===== src/rtl/cmm_pkg.sv =====
package cmm_pkg;
  localparam int CTRL_W    = 8;
  localparam int MODE_W    = 3;
  localparam int MODE_LSB  = 5;
  localparam int WAKE_BIT  = 4;
  localparam int SWRST_BIT = 3;
  localparam logic [CTRL_W-1:0] CTRL_DEFAULT = 8'h80;

  typedef enum logic [MODE_W-1:0] {
    MD_NORMAL = 3'b000,
    MD_LOOP   = 3'b001,
    MD_MON    = 3'b010,
    MD_SLEEP  = 3'b011,
    MD_INIT   = 3'b100
  } mode_e;

  function automatic mode_e decode_mode(input logic [MODE_W-1:0] f);
    if (f[MODE_W-1]) return MD_INIT;
    return mode_e'(f);
  endfunction
endpackage


===== src/rtl/cmm_ctrl_reg.sv =====
module cmm_ctrl_reg
  import cmm_pkg::*;
(
  input  logic              clk,
  input  logic              hard_rst,
  input  logic              wr_en,
  input  logic [CTRL_W-1:0] wdata,
  input  logic              wake_ev,
  output logic [CTRL_W-1:0] ctrl_q,
  output logic              swrst_next,
  output logic              wake_en
);
  always_ff @(posedge clk) begin
    if (hard_rst)
      ctrl_q <= CTRL_DEFAULT;
    else if (wr_en)
      ctrl_q <= wdata;
    else if (wake_ev)
      ctrl_q[MODE_LSB +: MODE_W] <= MD_MON;
  end

  always_comb begin
    if (hard_rst)   swrst_next = 1'b0;
    else if (wr_en) swrst_next = wdata[SWRST_BIT];
    else            swrst_next = ctrl_q[SWRST_BIT];
  end

  assign wake_en = ctrl_q[WAKE_BIT];
endmodule


===== src/rtl/cmm_mode_seq.sv =====
module cmm_mode_seq
  import cmm_pkg::*;
(
  input  logic              clk,
  input  logic              hard_rst,
  input  logic              wr_en,
  input  logic [MODE_W-1:0] req_field,
  input  logic              swrst_next,
  input  logic              wake_en,
  input  logic              bus_active,
  input  logic              txfifo_empty,
  output mode_e             mode_q,
  output mode_e             mode_next,
  output logic              wake_ev
);
  logic  pend_q, pend_n;
  logic  quiet;
  mode_e req;

  assign quiet = !bus_active && txfifo_empty;
  assign req   = decode_mode(req_field);
  assign wake_ev = !hard_rst && !wr_en && !swrst_next &&
                   (mode_q == MD_SLEEP) && wake_en && bus_active;

  always_comb begin
    mode_next = mode_q;
    pend_n    = pend_q;
    if (hard_rst || swrst_next) begin
      mode_next = MD_INIT;
      pend_n    = 1'b0;
    end else if (wr_en) begin
      if (req == MD_SLEEP && !quiet) begin
        pend_n = 1'b1;
      end else begin
        mode_next = req;
        pend_n    = 1'b0;
      end
    end else if (wake_ev) begin
      mode_next = MD_MON;
    end else if (pend_q && quiet) begin
      mode_next = MD_SLEEP;
      pend_n    = 1'b0;
    end
  end

  always_ff @(posedge clk) begin
    mode_q <= mode_next;
    pend_q <= pend_n;
  end
endmodule


===== src/rtl/cmm_irq.sv =====
module cmm_irq (
  input  logic clk,
  input  logic clear_all,
  input  logic wake_ev,
  input  logic flag_clr,
  input  logic irq_en,
  output logic flag_q,
  output logic irq_q
);
  logic flag_n;

  always_comb begin
    if (clear_all)    flag_n = 1'b0;
    else if (wake_ev) flag_n = 1'b1;
    else if (flag_clr) flag_n = 1'b0;
    else              flag_n = flag_q;
  end

  always_ff @(posedge clk) begin
    flag_q <= flag_n;
    irq_q  <= flag_n && irq_en;
  end
endmodule


===== src/rtl/can_mode_mgr.sv =====
module can_mode_mgr
  import cmm_pkg::*;
#(
  parameter int OP_W = 8,
  parameter logic [OP_W-1:0] OP_CTRL_WR = 8'h14,
  parameter logic [OP_W-1:0] OP_CTRL_RD = 8'hD2,
  parameter logic [OP_W-1:0] OP_MRST    = 8'h56
) (
  input  logic              clk,
  input  logic              rst,
  input  logic              spi_valid,
  input  logic [OP_W-1:0]   spi_op,
  input  logic [CTRL_W-1:0] spi_wdata,
  input  logic              bus_active,
  input  logic              txfifo_empty,
  input  logic              mr_pin,
  input  logic              wake_irq_en,
  input  logic              wake_flag_clr,
  output logic [MODE_W-1:0] mode_o,
  output logic              tx_drive_en,
  output logic              loopback_en,
  output logic              rx_en,
  output logic              cfg_wr_ok,
  output logic              core_rst,
  output logic              rd_valid,
  output logic [CTRL_W-1:0] rd_data,
  output logic              wake_flag,
  output logic              irq
);
  logic              hard_rst, wr_en, rd_en;
  logic [CTRL_W-1:0] ctrl_q;
  logic              swrst_next, wake_en_w, wake_ev;
  mode_e             mode_q, mode_next;

  assign wr_en    = spi_valid && (spi_op == OP_CTRL_WR);
  assign rd_en    = spi_valid && (spi_op == OP_CTRL_RD);
  assign hard_rst = rst || mr_pin || (spi_valid && spi_op == OP_MRST);

  cmm_ctrl_reg u_ctrl (
    .clk(clk), .hard_rst(hard_rst), .wr_en(wr_en), .wdata(spi_wdata),
    .wake_ev(wake_ev), .ctrl_q(ctrl_q), .swrst_next(swrst_next),
    .wake_en(wake_en_w)
  );

  cmm_mode_seq u_seq (
    .clk(clk), .hard_rst(hard_rst), .wr_en(wr_en),
    .req_field(spi_wdata[MODE_LSB +: MODE_W]), .swrst_next(swrst_next),
    .wake_en(wake_en_w), .bus_active(bus_active), .txfifo_empty(txfifo_empty),
    .mode_q(mode_q), .mode_next(mode_next), .wake_ev(wake_ev)
  );

  cmm_irq u_irq (
    .clk(clk), .clear_all(hard_rst || swrst_next), .wake_ev(wake_ev),
    .flag_clr(wake_flag_clr), .irq_en(wake_irq_en),
    .flag_q(wake_flag), .irq_q(irq)
  );

  assign mode_o = mode_q;

  always_ff @(posedge clk) begin
    tx_drive_en <= (mode_next == MD_NORMAL);
    loopback_en <= (mode_next == MD_LOOP);
    rx_en       <= (mode_next == MD_NORMAL) || (mode_next == MD_LOOP) ||
                   (mode_next == MD_MON);
    cfg_wr_ok   <= (mode_next == MD_INIT);
    core_rst    <= hard_rst || swrst_next;
  end

  always_ff @(posedge clk) begin
    if (rst) begin
      rd_valid <= 1'b0;
      rd_data  <= '0;
    end else begin
      rd_valid <= rd_en;
      if (rd_en) rd_data <= ctrl_q;
    end
  end
endmodule


===== config.mk =====
export PLATFORM = sky130hd
export DESIGN_NAME = can_mode_mgr
export DESIGN_NICKNAME = d
export VERILOG_FILES = /design/src/rtl/cmm_pkg.sv /design/src/rtl/cmm_ctrl_reg.sv /design/src/rtl/cmm_mode_seq.sv /design/src/rtl/cmm_irq.sv /design/src/rtl/can_mode_mgr.sv
export SDC_FILE = /design/constraint.sdc
export NUM_CORES = 1
export LEC_CHECK = 0
export BUFFER_PORTS_ARGS = -buffer_cell sky130_fd_sc_hd__buf_2
export CAP_MARGIN = 10
export CORE_MARGIN = 2
export CORE_UTILIZATION = 51
export DETAILED_ROUTE_END_ITERATION = 8
export PLACE_DENSITY = 0.82
export SYNTH_ARGS = -nofsm -noshare
export SYNTH_HDL_FRONTEND = slang
export SYNTH_HIERARCHICAL = 1
export SYNTH_SLANG_ARGS = --single-unit

===== constraint.sdc =====
create_clock -name clk -period 8.35 [get_ports clk]
set_input_delay 2.0875 -clock clk [delete_from_list [all_inputs] [get_ports clk]]
set_output_delay 2.0875 -clock clk [all_outputs]
set_load 0.01 [all_outputs]

==> metrics.yaml <==
critical_path:
  slowest_delay_ns: 0.37
  slowest_stage: "or3b_1"
  worstPathMaxFanout: 18
  cp_cell_sequence: "buf_2 > nand4bb_4 > nor4b_2 > buf_4 > mux2i_1 > nor2_1 > or2_4 > or3b_1 > o221a_1 > nor3b_1"
  crit_type: "input port to flop"
  worst_ep_required_time_ns: 8.60
  worstSetupEndpointType: "flop"
  path_buf_inv: 2
  cp_top_family: "simple AND/OR/NAND/NOR gates"
  critPathLaunchType: "input port"
  cp_data_arrival_time_ns: 4.54
route:
  dr.pass1.iters: 4
  drc: 0
  drt_iter0_markers: 8
  routed_wl_um: 2331
  ant_nets: 0
  vias: 968
  via_per_inst: 5.176
  wl_per_cell_um: 12.47
layout:
  area_growth_syn_to_layout_pct: 22.66
  seqCellArea_sq_um: 560.5
  multi_input_area_sq_um: 599.3
  fill_cells: 202
  final_nets: 184
  diodes: 0
  drive_gt1_frac: 0.3459
  instances_no_fill: 187
yosys:
  synth_fp_nets: 141
  ys_seq_area_frac: 0.4721
  synthesis.instances: 117
  synth_area_per_cell_sq_um: 10.15
  synth_cell_types: 30
  synth_top_cell_by_area: "dfxtp_1"
  ys_seq_elements: 28
  yosys.cell_count.top_type: "dfxtp_1"
  synth_edf_count: 0
  netlist_area_sq_mm: 0.001187
  synth_ff_type: "dfxtp_1"
  synth_common_cells: "28 x dfxtp_1, 20 x nand2b_1, 13 x mux2i_1"
  netlist.area_leader.share: 0.4721
  async_flop_share: 0
  synth_area_leaders: "dfxtp_1 47%, mux2i_1 11%, nand2b_1 11%, a21oi_1 3.4%, nor2_1 2.8%"
  yosys_warnings: 6
pwr:
  power_density_mw_per_mm2: 147.0
  ir_drop_v: 0.0001368
  leakagePower_nw: 0.6023
min_path:
  hp-class: "flop to flop"
timing:
  post-route-period-util: 0.5138
  tightest_slew_ns: 0.5161
  fin_crit_ns: 4.290
  rsz0062_at_grt: "no"
  setup-tns-final_ns: 0
  fin_skew_ns: 0.003460
  fmax_mhz: 233.1
  maxSlewHeadroom: 0.6523
  slew_viol_final: 0
  setup-violations-final: 0
  finalHoldViolCount: 0
clock_network:
  cts_tree: "done"
  clock_path_buffers: 2
  cts.clk_slew.worst_paths_ns: 0.14
  cts-resized-gates: 0
  hold_buffers: 0
  clockRootBuffer: "clkbuf_4"
  insertion_delay_ns: 0.33
  cts_setup_buffers: 0
  clock-sinks: 28
  cts-htree-levels: 1
  cts_inserted_buffers: 3
place:
  place_hpwl_um: 1769
  place_congestion: 0.8293
  port_buffers: 42
  place_inst: 183
die:
  initial_core_util: 0.5368
  coreArea_sq_mm: 0.002212
  fp.dieW_um: 52.25
  die_area_sq_mm: 0.002730
  fp.dieH_um: 52.25
  io_pins: 43
  rows: 17
run_status:
  status: "finished clean"
grt:
  grt_start_max_net_pins: 20
  antenna_found_initial: 0
  grt_overflow: 0
  grt_pass1_wl_um: 3926
  grt_usage: 0.1947
  grt_pass1_vias: 911
run:
  max-cap-violations: 0
[layer usage]
metal  up-vias  GRT usage  share of wire
met1       444     0.2423           0.44
met3         7    0.04571          0.067
met2        31     0.3207           0.47
met4         0    0.08547          0.020
li1        486          -              -
met5         -          0              0
[path summary, 6_finish.rpt]
| kind | end | slack (ns) | cells past startpoint | startpoint |
|---|---|---|---|---|
| max | cfg_wr_ok | 4.06 | 10 | spi_op[3] |
| min | rd_data[6] | 0.48 | 2 | rd_data[6] |
| max reg2reg | cfg_wr_ok | 6.49 | 6 | u_ctrl/ctrl_q[3] |
| min reg2reg | rd_data[6] | 0.48 | 2 | rd_data[6] |
[power breakdown]
| group | total (mW) | internal (mW) | leakage, nW | switching, mW |
|---|---|---|---|---|
| registers | 0.134 | 0.134 | 0.226 | 0.0000890 |
| clock network | 0.0649 | 0.0267 | 0.0210 | 0.0381 |
| logic | 0.0152 | 0.00820 | 0.355 | 0.00698 |
[placed cells by master, fill, tap and decap left out]
| master | synthesis | layout |
|---|---|---|
| buf_2 | 0 | 42 |
| dfxtp_1 | 28 | 28 |
| nand2b_1 | 20 | 20 |
| mux2i_1 | 13 | 13 |
| nor2_1 | 9 | 9 |
| a21oi_1 | 8 | 8 |
| nor3_1 | 3 | 3 |
| clkbuf_4 | 0 | 3 |
| o21ai_0 | 3 | 3 |
| nor3b_1 | 2 | 2 |
| nand2_1 | 2 | 2 |
| nor4_1 | 2 | 2 |
| nor2b_1 | 2 | 2 |
| or3b_1 | 2 | 2 |
| inv_1 | 2 | 2 |
| or2b_2 | 2 | 2 |
| nand4bb_4 | 1 | 1 |
| nor4b_2 | 0 | 1 |
| or3_1 | 1 | 1 |
| or4_1 | 1 | 1 |
| nand4b_1 | 1 | 1 |
| nor3_4 | 1 | 1 |
| clkbuf_8 | 0 | 1 |
| buf_4 | 2 | 1 |
| nand2b_4 | 1 | 1 |
| nand4_1 | 1 | 1 |
| or2_4 | 1 | 1 |
| and3b_2 | 1 | 1 |
| and4b_1 | 1 | 1 |
| a2bb2oi_1 | 1 | 1 |
| o21a_1 | 1 | 1 |
| o221a_1 | 1 | 1 |
[state kept, by name, indices dropped and copies added, names as in the netlist]
name	flops
rx_en	1
tx_drive_en	1
rd_valid	1
u_seq/mode_q	3
u_ctrl/ctrl_q	8
loopback_en	1
u_seq/pend_q	1
rd_data	8
core_rst	1
u_irq/flag_q	1
u_irq/irq_q	1
cfg_wr_ok	1
[per-stage QoR]
stage | utilization | hold slack [ns] | area [sq um] | setup slack, ns | total power, mW
5_1_grt | 0.6584 | 0.5037 | 1456 | 3.889 | 0.2219
3_3_place_gp | 0.6420 | 0.4547 | 1420 | 3.857 | 0.1516
3_5_place_dp | 0.6420 | 0.4633 | 1420 | 3.748 | 0.1521
6_report | 0.6584 | 0.4812 | 1456 | 4.060 | 0.2141
2_1_floorplan | - | 0.4467 | 1187 | 3.457 | 0.1441
4_1_cts | 0.6584 | 0.4837 | 1456 | 4.058 | 0.2162
[worst min-delay path, cell delays in order, from the launching register on]
cell	delay, ns
dfxtp_1	0.33
nand2b_1	0.06
mux2i_1	0.05
[final cells by class]
class | instances | share of cell area
inverters | 2 | 0.005155
well taps | 28 | 0.02405
clock buffers | 4 | 0.02491
repair buffers | 43 | 0.1495
multi-input cells | 82 | 0.4115
flip-flops and latches | 28 | 0.3849
[kinds of logic after synthesis]
group,Yosys count,synth area share
buffers and inverters,7,0.02845
muxes,13,0.1096
DFF,28,0.4721
AOI/OAI and AO/OA,14,0.06955
and+or+nand+nor,55,0.3203
Power figures use the tool's default switching activity.
